## src/rtl/vi_bus_pkg.sv

```systemverilog
package vi_bus_pkg;

   typedef enum logic [1:0] {
      SZ_BYTE  = 2'd0,
      SZ_HALF  = 2'd1,
      SZ_WORD  = 2'd2,
      SZ_WORD2 = 2'd3
   } acc_size_e;

   // halfword byte offsets
   localparam logic [15:0] OFF_CTRL   = 16'h0000;
   localparam logic [15:0] OFF_FBT_HI = 16'h0004;
   localparam logic [15:0] OFF_FBT_LO = 16'h0006;
   localparam logic [15:0] OFF_FBB_HI = 16'h0008;
   localparam logic [15:0] OFF_FBB_LO = 16'h000A;
   localparam logic [15:0] OFF_AUX_HI = 16'h000C;
   localparam logic [15:0] OFF_AUX_LO = 16'h000E;
   localparam logic [15:0] OFF_VBEAM  = 16'h0010;
   localparam logic [15:0] OFF_HBEAM  = 16'h0012;

   // control register bit positions
   localparam int unsigned CB_ENABLE = 0;
   localparam int unsigned CB_RESET  = 1;
   localparam int unsigned CB_NONINT = 2;
   localparam int unsigned CB_STEREO = 3;
   localparam int unsigned CB_LATCH  = 4;
   localparam int unsigned CB_FMT    = 8;
   localparam logic [15:0] CTRL_KEEP = 16'h033D;

   // framebuffer high-half bit positions
   localparam int unsigned FB_POFF = 12;
   localparam int unsigned FB_CLR  = 13;

   typedef struct packed {
      logic       wr;
      logic [15:0] addr;
      logic [15:0] data;
   } lane_t;

   function automatic logic lane_hit(input lane_t ln, input logic [15:0] off);
      return ln.wr && (ln.addr == off);
   endfunction

endpackage

```

## src/rtl/vi_bus_split.sv

```systemverilog
module vi_bus_split
   import vi_bus_pkg::*;
#(
   parameter int unsigned ADDR_W = 12
) (
   input  logic              req,
   input  logic              we,
   input  logic [1:0]        size,
   input  logic [ADDR_W-1:0] addr,
   input  logic [31:0]       wdata,
   output lane_t             lane0,
   output lane_t             lane1,
   output logic              is_word,
   output logic              is_byte,
   output logic              byte_wr
);
   logic [15:0] addr16;

   always_comb begin
      addr16  = 16'(addr);
      is_word = size[1];
      is_byte = (size == SZ_BYTE);
      byte_wr = req && we && is_byte;

      lane0.wr   = req && we && !is_byte;
      lane0.addr = is_word ? {addr16[15:2], 2'b00} : {addr16[15:1], 1'b0};
      lane0.data = is_word ? wdata[31:16] : wdata[15:0];

      lane1.wr   = req && we && is_word;
      lane1.addr = {addr16[15:2], 2'b10};
      lane1.data = wdata[15:0];
   end
endmodule

```

## src/rtl/vi_ctrl_reg.sv

```systemverilog
module vi_ctrl_reg
   import vi_bus_pkg::*;
#(
   parameter logic [15:0] RST_VAL = 16'h0001
) (
   input  logic        clk,
   input  logic        rst_n,
   input  lane_t       lane0,
   input  lane_t       lane1,
   output logic [15:0] q,
   output logic        clr_pulse
);
   logic        hit0, hit1, wr;
   logic [15:0] d;

   always_comb begin
      hit0 = lane_hit(lane0, OFF_CTRL);
      hit1 = lane_hit(lane1, OFF_CTRL);
      wr   = hit0 || hit1;
      d    = hit0 ? lane0.data : lane1.data;
   end

   always_ff @(posedge clk or negedge rst_n) begin
      if (!rst_n) begin
         q         <= RST_VAL & CTRL_KEEP;
         clr_pulse <= 1'b0;
      end else begin
         clr_pulse <= wr && d[CB_RESET];
         if (wr) q <= d & CTRL_KEEP;
      end
   end
endmodule

```

## src/rtl/vi_fb_reg.sv

```systemverilog
module vi_fb_reg
   import vi_bus_pkg::*;
#(
   parameter int unsigned  BASE_W = 24,
   parameter logic [15:0]  OFF_HI = 16'h0004
) (
   input  logic              clk,
   input  logic              rst_n,
   input  lane_t             lane0,
   input  lane_t             lane1,
   output logic [15:0]       rd_hi,
   output logic [15:0]       rd_lo,
   output logic [BASE_W-1:0] base,
   output logic              poff
);
   localparam int unsigned HI_W = BASE_W - 16;
   localparam logic [15:0] OFF_LO = OFF_HI + 16'd2;

   logic [HI_W-1:0] base_hi;
   logic [15:0]     base_lo;
   logic            hh0, hh1, lh0, lh1;
   logic [15:0]     dh, dl;

   always_comb begin
      hh0 = lane_hit(lane0, OFF_HI);
      hh1 = lane_hit(lane1, OFF_HI);
      lh0 = lane_hit(lane0, OFF_LO);
      lh1 = lane_hit(lane1, OFF_LO);
      dh  = hh0 ? lane0.data : lane1.data;
      dl  = lh0 ? lane0.data : lane1.data;
   end

   always_ff @(posedge clk or negedge rst_n) begin
      if (!rst_n) begin
         base_hi <= '0;
         base_lo <= '0;
         poff    <= 1'b0;
      end else begin
         if (hh0 || hh1) begin
            base_hi <= dh[HI_W-1:0];
            poff    <= dh[FB_CLR] ? 1'b0 : dh[FB_POFF];
         end
         if (lh0 || lh1) base_lo <= dl;
      end
   end

   always_comb begin
      rd_hi          = 16'(base_hi);
      rd_hi[FB_POFF] = poff;
      rd_lo          = base_lo;
      base           = {base_hi, base_lo};
   end
endmodule

```

## src/rtl/vi_bus_adapter.sv

```systemverilog
module vi_bus_adapter
   import vi_bus_pkg::*;
#(
   parameter int unsigned ADDR_W     = 12,
   parameter int unsigned BASE_W     = 24,
   parameter int unsigned PAGE_SHIFT = 5,
   parameter logic [15:0] CTRL_RST   = 16'h0001
) (
   input  logic                         clk,
   input  logic                         rst_n,
   input  logic                         bus_req,
   input  logic                         bus_we,
   input  logic [1:0]                   bus_size,
   input  logic [ADDR_W-1:0]            bus_addr,
   input  logic [31:0]                  bus_wdata,
   output logic                         bus_rvalid,
   output logic [31:0]                  bus_rdata,
   input  logic [15:0]                  vbeam_pos,
   input  logic [15:0]                  hbeam_pos,
   output logic                         ctrl_enable,
   output logic                         ctrl_nonint,
   output logic                         ctrl_stereo,
   output logic [1:0]                   ctrl_latch,
   output logic [1:0]                   ctrl_fmt,
   output logic [BASE_W+PAGE_SHIFT-1:0] fb_top_addr,
   output logic [BASE_W+PAGE_SHIFT-1:0] fb_bot_addr,
   output logic [31:0]                  aux_value,
   output logic                         irq_clr,
   output logic                         invalid_wr,
   output logic                         ro_warn
);
   localparam int unsigned FA_W  = BASE_W + PAGE_SHIFT;
   localparam int unsigned N_FB  = 2;

   if (ADDR_W < 5 || ADDR_W > 16) begin : g_bad_addr
      $error("ADDR_W must lie in 5..16");
   end
   if (BASE_W < 17 || BASE_W > 28) begin : g_bad_base
      $error("BASE_W must lie in 17..28");
   end
   if (PAGE_SHIFT > 8) begin : g_bad_shift
      $error("PAGE_SHIFT must not exceed 8");
   end

   lane_t lane0, lane1;
   logic  is_word, is_byte, byte_wr;

   vi_bus_split #(.ADDR_W(ADDR_W)) u_split (
      .req(bus_req), .we(bus_we), .size(bus_size), .addr(bus_addr),
      .wdata(bus_wdata), .lane0(lane0), .lane1(lane1),
      .is_word(is_word), .is_byte(is_byte), .byte_wr(byte_wr)
   );

   logic [15:0] ctrl_q;
   vi_ctrl_reg #(.RST_VAL(CTRL_RST)) u_ctrl (
      .clk(clk), .rst_n(rst_n), .lane0(lane0), .lane1(lane1),
      .q(ctrl_q), .clr_pulse(irq_clr)
   );

   logic [15:0]       fb_rd_hi [N_FB];
   logic [15:0]       fb_rd_lo [N_FB];
   logic [BASE_W-1:0] fb_base  [N_FB];
   logic              fb_poff  [N_FB];

   for (genvar gi = 0; gi < N_FB; gi++) begin : g_fb
      localparam logic [15:0] OFF = (gi == 0) ? OFF_FBT_HI : OFF_FBB_HI;
      vi_fb_reg #(.BASE_W(BASE_W), .OFF_HI(OFF)) u_fb (
         .clk(clk), .rst_n(rst_n), .lane0(lane0), .lane1(lane1),
         .rd_hi(fb_rd_hi[gi]), .rd_lo(fb_rd_lo[gi]),
         .base(fb_base[gi]), .poff(fb_poff[gi])
      );
   end

   // both fields follow the top register's page-offset flag
   always_comb begin
      fb_top_addr = fb_poff[0] ? (FA_W'(fb_base[0]) << PAGE_SHIFT) : FA_W'(fb_base[0]);
      fb_bot_addr = fb_poff[0] ? (FA_W'(fb_base[1]) << PAGE_SHIFT) : FA_W'(fb_base[1]);
   end

   // auxiliary register, two independent halves
   logic [15:0] aux_q [2];
   for (genvar gh = 0; gh < 2; gh++) begin : g_aux
      localparam logic [15:0] OFF = (gh == 0) ? OFF_AUX_HI : OFF_AUX_LO;
      logic h0, h1;
      always_comb begin
         h0 = lane_hit(lane0, OFF);
         h1 = lane_hit(lane1, OFF);
      end
      always_ff @(posedge clk or negedge rst_n) begin
         if (!rst_n)          aux_q[gh] <= '0;
         else if (h0 || h1)   aux_q[gh] <= h0 ? lane0.data : lane1.data;
      end
   end
   assign aux_value = {aux_q[0], aux_q[1]};

   // read-only beam addresses
   logic ro_hit;
   always_comb begin
      ro_hit = lane_hit(lane0, OFF_VBEAM) || lane_hit(lane0, OFF_HBEAM) ||
               lane_hit(lane1, OFF_VBEAM) || lane_hit(lane1, OFF_HBEAM);
   end

   always_ff @(posedge clk or negedge rst_n) begin
      if (!rst_n) begin
         ro_warn    <= 1'b0;
         invalid_wr <= 1'b0;
      end else begin
         invalid_wr <= byte_wr;
         if (ro_hit) ro_warn <= 1'b1;
      end
   end

   // read path
   function automatic logic [15:0] hw_read(input logic [15:0] a);
      case (a)
         OFF_CTRL:   return ctrl_q;
         OFF_FBT_HI: return fb_rd_hi[0];
         OFF_FBT_LO: return fb_rd_lo[0];
         OFF_FBB_HI: return fb_rd_hi[1];
         OFF_FBB_LO: return fb_rd_lo[1];
         OFF_AUX_HI: return aux_q[0];
         OFF_AUX_LO: return aux_q[1];
         OFF_VBEAM:  return vbeam_pos;
         OFF_HBEAM:  return hbeam_pos;
         default:    return 16'h0000;
      endcase
   endfunction

   logic [15:0] rd0, rd1;
   logic [31:0] rd_next;
   always_comb begin
      rd0 = hw_read(lane0.addr);
      rd1 = hw_read(lane1.addr);
      if (is_word)      rd_next = {rd0, rd1};
      else if (is_byte) rd_next = {24'h0, bus_addr[0] ? rd0[7:0] : rd0[15:8]};
      else              rd_next = {16'h0, rd0};
   end

   always_ff @(posedge clk or negedge rst_n) begin
      if (!rst_n) begin
         bus_rvalid <= 1'b0;
         bus_rdata  <= '0;
      end else begin
         bus_rvalid <= bus_req && !bus_we;
         if (bus_req && !bus_we) bus_rdata <= rd_next;
      end
   end

   always_comb begin
      ctrl_enable = ctrl_q[CB_ENABLE];
      ctrl_nonint = ctrl_q[CB_NONINT];
      ctrl_stereo = ctrl_q[CB_STEREO];
      ctrl_latch  = ctrl_q[CB_LATCH+1:CB_LATCH];
      ctrl_fmt    = ctrl_q[CB_FMT+1:CB_FMT];
   end
endmodule

```

## config.mk

```make
export PLATFORM = sky130hd
export DESIGN_NAME = vi_bus_adapter
export DESIGN_NICKNAME = d
export VERILOG_FILES = /design/src/rtl/vi_bus_pkg.sv /design/src/rtl/vi_bus_split.sv /design/src/rtl/vi_ctrl_reg.sv /design/src/rtl/vi_fb_reg.sv /design/src/rtl/vi_bus_adapter.sv
export SDC_FILE = /design/constraint.sdc
export NUM_CORES = 1
export LEC_CHECK = 0
export BUFFER_PORTS_ARGS = -buffer_cell sky130_fd_sc_hd__clkbuf_2
export CELL_PAD_IN_SITES_DETAIL_PLACEMENT = 1
export CELL_PAD_IN_SITES_GLOBAL_PLACEMENT = 2
export CORE_ASPECT_RATIO = 0.7
export CORE_MARGIN = 1.5
export CORE_UTILIZATION = 32
export CTS_BUF_LIST = sky130_fd_sc_hd__clkbuf_4
export CTS_CLUSTER_DIAMETER = 50
export CTS_CLUSTER_SIZE = 8
export DETAILED_ROUTE_END_ITERATION = 8
export HOLD_SLACK_MARGIN = 0.08
export PLACE_DENSITY_LB_ADDON = 0.1
export SLEW_MARGIN = 20
export SYNTH_ARGS = -nofsm -noshare
export SYNTH_HDL_FRONTEND = slang
export SYNTH_SLANG_ARGS = --single-unit
```

## constraint.sdc

```tcl
create_clock -name clk -period 2.16 [get_ports clk]
set_input_delay 0.324 -clock clk [delete_from_list [all_inputs] [get_ports clk]]
set_output_delay 0.324 -clock clk [all_outputs]
set_load 0.02 [all_outputs]
```

Yosys cells after proc, flatten, opt, wreduce, memory -nomap -nowiden:

Index checks and enable logic that the tools add are counted.

* eq/ne operators: 12
* multiplexer cells: 17
* reductions and logical operators: 31

Operators by type and width (number)
* one-hot mux 16 bit (9 select lines): 1
* two-way mux 16 bit: 5
* one-hot mux 16 bit (5 select lines): 1
* two-way mux 29 bit: 2
* == test 12 x 4 -> 1 bit, second input constant: 4
* zero test 16 bit: 2
* two-way mux 32 bit: 1
* two-way mux 14 bit: 2
* == test 12 x 3 -> 1 bit, second input constant: 2
* == test 12 x 5 -> 1 bit, second input constant: 2
* == test 10 x 2 -> 1 bit, second input constant: 2
* logical AND 1 bit: 20
* == test 10 x 1 -> 1 bit, second input constant: 1
* == test 10 x 3 -> 1 bit, second input constant: 1
* two-way mux 10 bit: 1
* two-way mux 8 bit: 1
* logical OR 1 bit: 6
* zero test 1 bit: 2
* zero test 2 bit: 1
* two-way mux 1 bit: 2
* two-way mux 2 bit: 1

* register bits after elaboration: 125
* bits of input ports: 82
* output and inout bits: 133
* logic and storage cells: 74

Logic depth before layout (Yosys ltp):

* word-level depth: 6
* depth in mapped cells: 9
* mapped depth without buffers: 6

Cells and area by module:

Synthesis repeated with hierarchy kept, for this count alone.

* cell total of the unflattened synthesis: 1224
* area, all modules: 11148.2 µm²

Modules (own cells, without submodules)
* vi_bus_adapter: instances 1, cells an instance 750, area an instance 6429.9 µm², sequential area each 1676.6 µm²
* vi_fb_reg: instances 2, cells an instance 166, area an instance 1717.9 µm², sequential area each 625.6 µm²
* vi_bus_split: instances 1, cells an instance 73, area an instance 665.6 µm², sequential area each 0.0 µm²
* vi_ctrl_reg: instances 1, cells an instance 69, area an instance 616.8 µm², sequential area each 201.4 µm²

Least setup slack after synthesis:

OpenSTA, ideal clock, no wires.

* path type: in2reg
* start point: in bus_addr[6]
* end point: reg bus_rdata[6]
* setup time: 95 ps
* arrival time: 2092 ps
* data required time: 2065 ps
* setup slack: -27 ps
* stages: 8
* buffers on the path: 2
* cells stage by stage: or4_1 -> buf_2 -> or3_1 -> buf_2 -> o22ai_1 -> a31oi_1 -> o32a_1 -> o31ai_1

* cells in the longest elaborated chain, start to end: 5
* elaborated cells on any way between the ends: 19
* classes of those cells: eq/ne (12); mux (5); reduce/logical (2)

RTL lines
* from (decl): RTL line vi_bus_adapter.sv:14 `input logic [ADDR_W-1:0] bus_addr,`
* == test 12 x 5 -> 1 bit (tied with other cells): RTL line vi_bus_adapter.sv:115 `case (a)`
* one-hot mux 16 bit (9 select lines): RTL line vi_bus_adapter.sv:115
* two-way mux 8 bit: RTL line vi_bus_adapter.sv:135 `else if (is_byte) rd_next = {24'h0, bus_addr[0] ? rd0[7:0] : rd0[15:8]};`
* two-way mux 16 bit: RTL line vi_bus_adapter.sv:135
* two-way mux 32 bit (*): RTL line vi_bus_adapter.sv:134 `if (is_word) rd_next = {rd0, rd1};`
* to (signal assigned): RTL line vi_bus_adapter.sv:145 `if (bus_req && !bus_we) bus_rdata <= rd_next;`
* to (decl): RTL line vi_bus_adapter.sv:17 `output logic [31:0] bus_rdata,`

Mark *: on every way between the ends. The rest lies on a longest branch, timed or not.
A chain may end at the register's enable or synchronous reset.

Worst setup path after layout:

* start point: reg g_fb[0].u_fb.poff
* end point: out fb_top_addr[9]

* cells in the longest elaborated chain, start to end: 1

RTL lines
* from (decl): RTL line vi_fb_reg.sv:14 `output logic poff`
* from (signal assigned): RTL line vi_fb_reg.sv:41 `poff <= dh[FB_CLR] ? 1'b0 : dh[FB_POFF];`
* two-way mux 29 bit: RTL line vi_bus_adapter.sv:76 `fb_top_addr = fb_poff[0] ? (FA_W'(fb_base[0]) << PAGE_SHIFT) : FA_W'(fb_base[0]);`
* to (decl): RTL line vi_bus_adapter.sv:25 `output logic [BASE_W+PAGE_SHIFT-1:0] fb_top_addr,`

Every way passes these cells.

==> results.sh <==
export IMPL_ys_types=57
export IMPL_synth_compound_area_share_pct=15.9
export IMPL_synthFlopType="dfrtp_1"
export IMPL_crit_type="reg2out"
export IMPL_yosys_area_share_xor_xnor_pct=0.118
export IMPL_yosys_top_cells_area="dfrtp_1, mux2_2, mux2i_1"
export IMPL_fin_worst_skew_ns=0.0202
export IMPL_crit_fanout=20
export IMPL_synth_warning_count=0
export IMPL_placed_cell_area_mm2=0.00983
export IMPL_endpoint_kind="output pin"
export IMPL_maxSlewHeadroom_pct=47.5
export IMPL_cts_tree="built"
export IMPL_cp_slowest_cell="dfrtp_4"
export IMPL_async_reset_ff_share_pct=100
export IMPL_syn_area_mm2=0.00740
export IMPL_die_area_mm2=0.0241
export IMPL_syn2layout_area_growth_pct=40.8
export IMPL_placementRows=46
export IMPL_status="completed"
export IMPL_drv_cap=0
export IMPL_period_minus_slack_ns=2.13
export IMPL_drc=0
export IMPL_nets=1187
export IMPL_worstMarginPinSlew_ns=0.766
export IMPL_dieWidth_um=185
export IMPL_hpwl_um=28500
export IMPL_vias=7741
export IMPL_crit_family="flip-flops"
export IMPL_io_buffers=214
export IMPL_p_leak_nw=5.20
export IMPL_initial_utilization_pct=32.7
export IMPL_syn_nets=846
export IMPL_synthesis_instances=764
export IMPL_place_congestion=0.945
export IMPL_fmax_ghz=0.469
export IMPL_crit_chain="buf_12 > mux2_2 > buf_4"
export IMPL_maxSlewViolCount=0
export IMPL_dp_cells=1367
export IMPL_synth_seq_cells=125
export IMPL_critPathLaunchType="flop"
export IMPL_register_area_mm2=0.00313
export IMPL_routedWlPerCell_um=25.4
export IMPL_fin_area_mm2=0.0104
export IMPL_drt_pass1_iter_count=5
export IMPL_final_layout_size_suffix_gt1_share_pct=43.2
export IMPL_report_final_hold_viol_count=0
export IMPL_grt_start_max_net_pins=40
export IMPL_grt_pass1_wl_um=52800
export IMPL_synth_simple_gate_area_share_pct=16.7
export IMPL_rsz0062_at_grt="true"
export IMPL_grt_use_total_pct=30.6
export IMPL_finalSetupViolations=0
export IMPL_avgSynthCellArea_um2=9.69
export IMPL_timing_final_crit_share_pct=98.8
export IMPL_drtIter0Drc=521
export IMPL_critPathLaunch="g_fb[0].u_fb.poff$_DFFE_PN0P_"
export IMPL_antenna_found_initial=1
export IMPL_synth_top_cell_area_share_pct=41.9
export IMPL_ios=215
export IMPL_synth_seq_area_share_pct=42.3
export IMPL_wirelength_um=36300
export IMPL_crit_required_ns=1.84
export IMPL_first_global_vias=8226
export IMPL_cts_sinks=125
export IMPL_avgViaCountPerCell=5.41
export IMPL_synth_adder_area_share_pct=0
export IMPL_cp_data_arrival_time_ns=1.81
export IMPL_worstReg2RegStart="g_fb[1].u_fb.base_hi[7]$_DFFE_PN0P_"
export IMPL_ant_nets=0
export IMPL_yosysTopAreaCell="dfrtp_1"
export IMPL_cts_made_buffers=17
export IMPL_clk_path_buf_depth=2
export IMPL_max_stage_delay_ns=0.51
export IMPL_synth_edf_count=0
export IMPL_cts_root_buf="clkbuf_4"
export IMPL_fillers=2674
export IMPL_min_from="bus_wdata[4]"
export IMPL_die_h_um=130
export IMPL_instances_no_fill=1430
export IMPL_clkTransAtPathRegs_ns=0.12
export IMPL_powerDensity_mw_per_mm2=437
export IMPL_tns_ns=0
export IMPL_multi_input_area_mm2=0.00403
export IMPL_core_area_mm2=0.0227
export IMPL_globalRouteOverflowTotal=0
export IMPL_synth_top_family_by_area="multiplexers"
export IMPL_crit_buf_inv=2
export IMPL_clock_latency_ns=0.59
export IMPL_ir_drop_uv=274
export IMPL_synth_mux_area_share_pct=21.5
export IMPL_htreeDepth=4
export IMPL_min_path_type="in2reg"
-- path summary, 6_finish.rpt --
check	to	slack (ns)	depth (start not counted)
min reg2reg	bus_rdata[18]$_DFFE_PN0P_	0.48	2
max	fb_top_addr[9]	0.03	3
max reg2reg	bus_rdata[7]$_DFFE_PN0P_	0.30	4
max in group asynchronous	u_ctrl.q[0]$_DFFE_PN1P_	1.21	3
min in group asynchronous	g_fb[1].u_fb.base_hi[7]$_DFFE_PN0P_	0.26	2
min	g_fb[0].u_fb.rd_lo[4]$_DFFE_PN0P_	0.14	3
-- per-stage QoR --
| stage | utilization (%) | setup WS, ns | power, W | hold WS (ns) |
|---|---|---|---|---|
| after floorplan | - | 0.00985 | 0.00270 | 0.0284 |
| final | 46.0 | 0.0260 | 0.00456 | 0.135 |
| after global placement | 43.3 | -0.331 | 0.00310 | 0.342 |
| after detailed placement | 43.3 | -0.362 | 0.00311 | 0.356 |
| after CTS | 45.6 | -0.0227 | 0.00460 | 0.0811 |
| after global routing | 46.0 | -0.0544 | 0.00475 | 0.117 |
-- registers in the layout, summed over array words and instances, names as in the netlist --
register and cells:
aux_value 32, bus_rdata 32, bus_rvalid 1, g_fb.u_fb.base_hi 16
g_fb.u_fb.poff 2, g_fb.u_fb.rd_lo 32, invalid_wr 1, ro_warn 1
u_ctrl.clr_pulse 1, u_ctrl.q 7
-- logic make-up after synthesis --
| kind of cell | count (synthesis) |
|---|---|
| compound gates | 186 |
| simple gates | 249 |
| buf+inv | 63 |
| mux | 140 |
| xor+xnor | 1 |
| flops | 125 |
-- worst reg2reg max path, stage by stage (launching register included) --
cell	delay (ns)
dfrtp_1	0.44
mux4_2	0.53
a21oi_1	0.36
nor3_1	0.10
o32a_1	0.33
-- layout make-up --
type	instances	area share, %
Multi-Input combinational cell	576	38.6
Sequential cell	125	30.0
Timing Repair Buffer	379	25.2
Tap cell	312	3.74
Clock buffer	17	1.22
Clock inverter	14	0.948
Inverter	6	0.216
Antenna cell	1	0.0240
-- placed cells by master, fill, tap and decap left out, drive strengths merged, types with 2 or more instances in the layout --
cell	n
nand2b	8
nand4	5
a21oi	46
nor3	13
mux2	80
o31ai	6
nor2b	25
a31oi	4
nor2	44
buf	167
clkinv	8
dfrtp	124
a221oi	2
or3	4
o22ai	5
a211o	2
and3	4
nor4	6
a32oi	5
a22oi	27
nor4bb	3
o32a	4
mux2i	53
mux4	7
clkinvlp	4
or4	2
a211oi	8
a22o	5
nand2	95
o21ai	56
dlygate4sd3	27
and2	10
nand3	26
o311ai	3
o31a	5
a2bb2oi	2
inv	8
clkbuf	202
-- power breakdown --
group	switching (W)	internal (W)	total [W]
registers	0.0000300	0.00237	0.00240
logic	0.000422	0.000286	0.000708
clock network	0.00101	0.000444	0.00145
total	0.00146	0.00310	0.00456
-- synth_stat cells, drive strengths merged, types with 6 or more instances --
cell / count
o21ai: 56
clkbuf: 37
nand2b: 8
dfrtp: 124
a211oi: 8
inv: 6
and2: 10
o31ai: 6
nor2: 44
nand3: 26
nand2: 95
buf: 20
mux2: 80
a22oi: 27
nor2b: 25
mux2i: 53
nor4: 6
mux4: 7
a21oi: 46
nor3: 13
-- repair_timing --
| action | CTS | global route |
|---|---|---|
| endpoints found under the hold margin | 91 | 0 |
| endpoints found under the setup margin | 32 | 37 |
| pin swaps | 0 | 0 |
| cloned | 0 | 1 |
| hold buffers | 27 | 0 |
| buffers inserted | 2 | 1 |
| resized for setup | 1 | 49 |
-- layer usage --
layer | global-route usage, % | wire [um]
met2 | 46.8 | 15700
met5 | 0 | 0
met3 | 7.76 | 2640
met4 | 6.41 | 441
met1 | 43.6 | 17500
(Power assumes the default switching activity.)
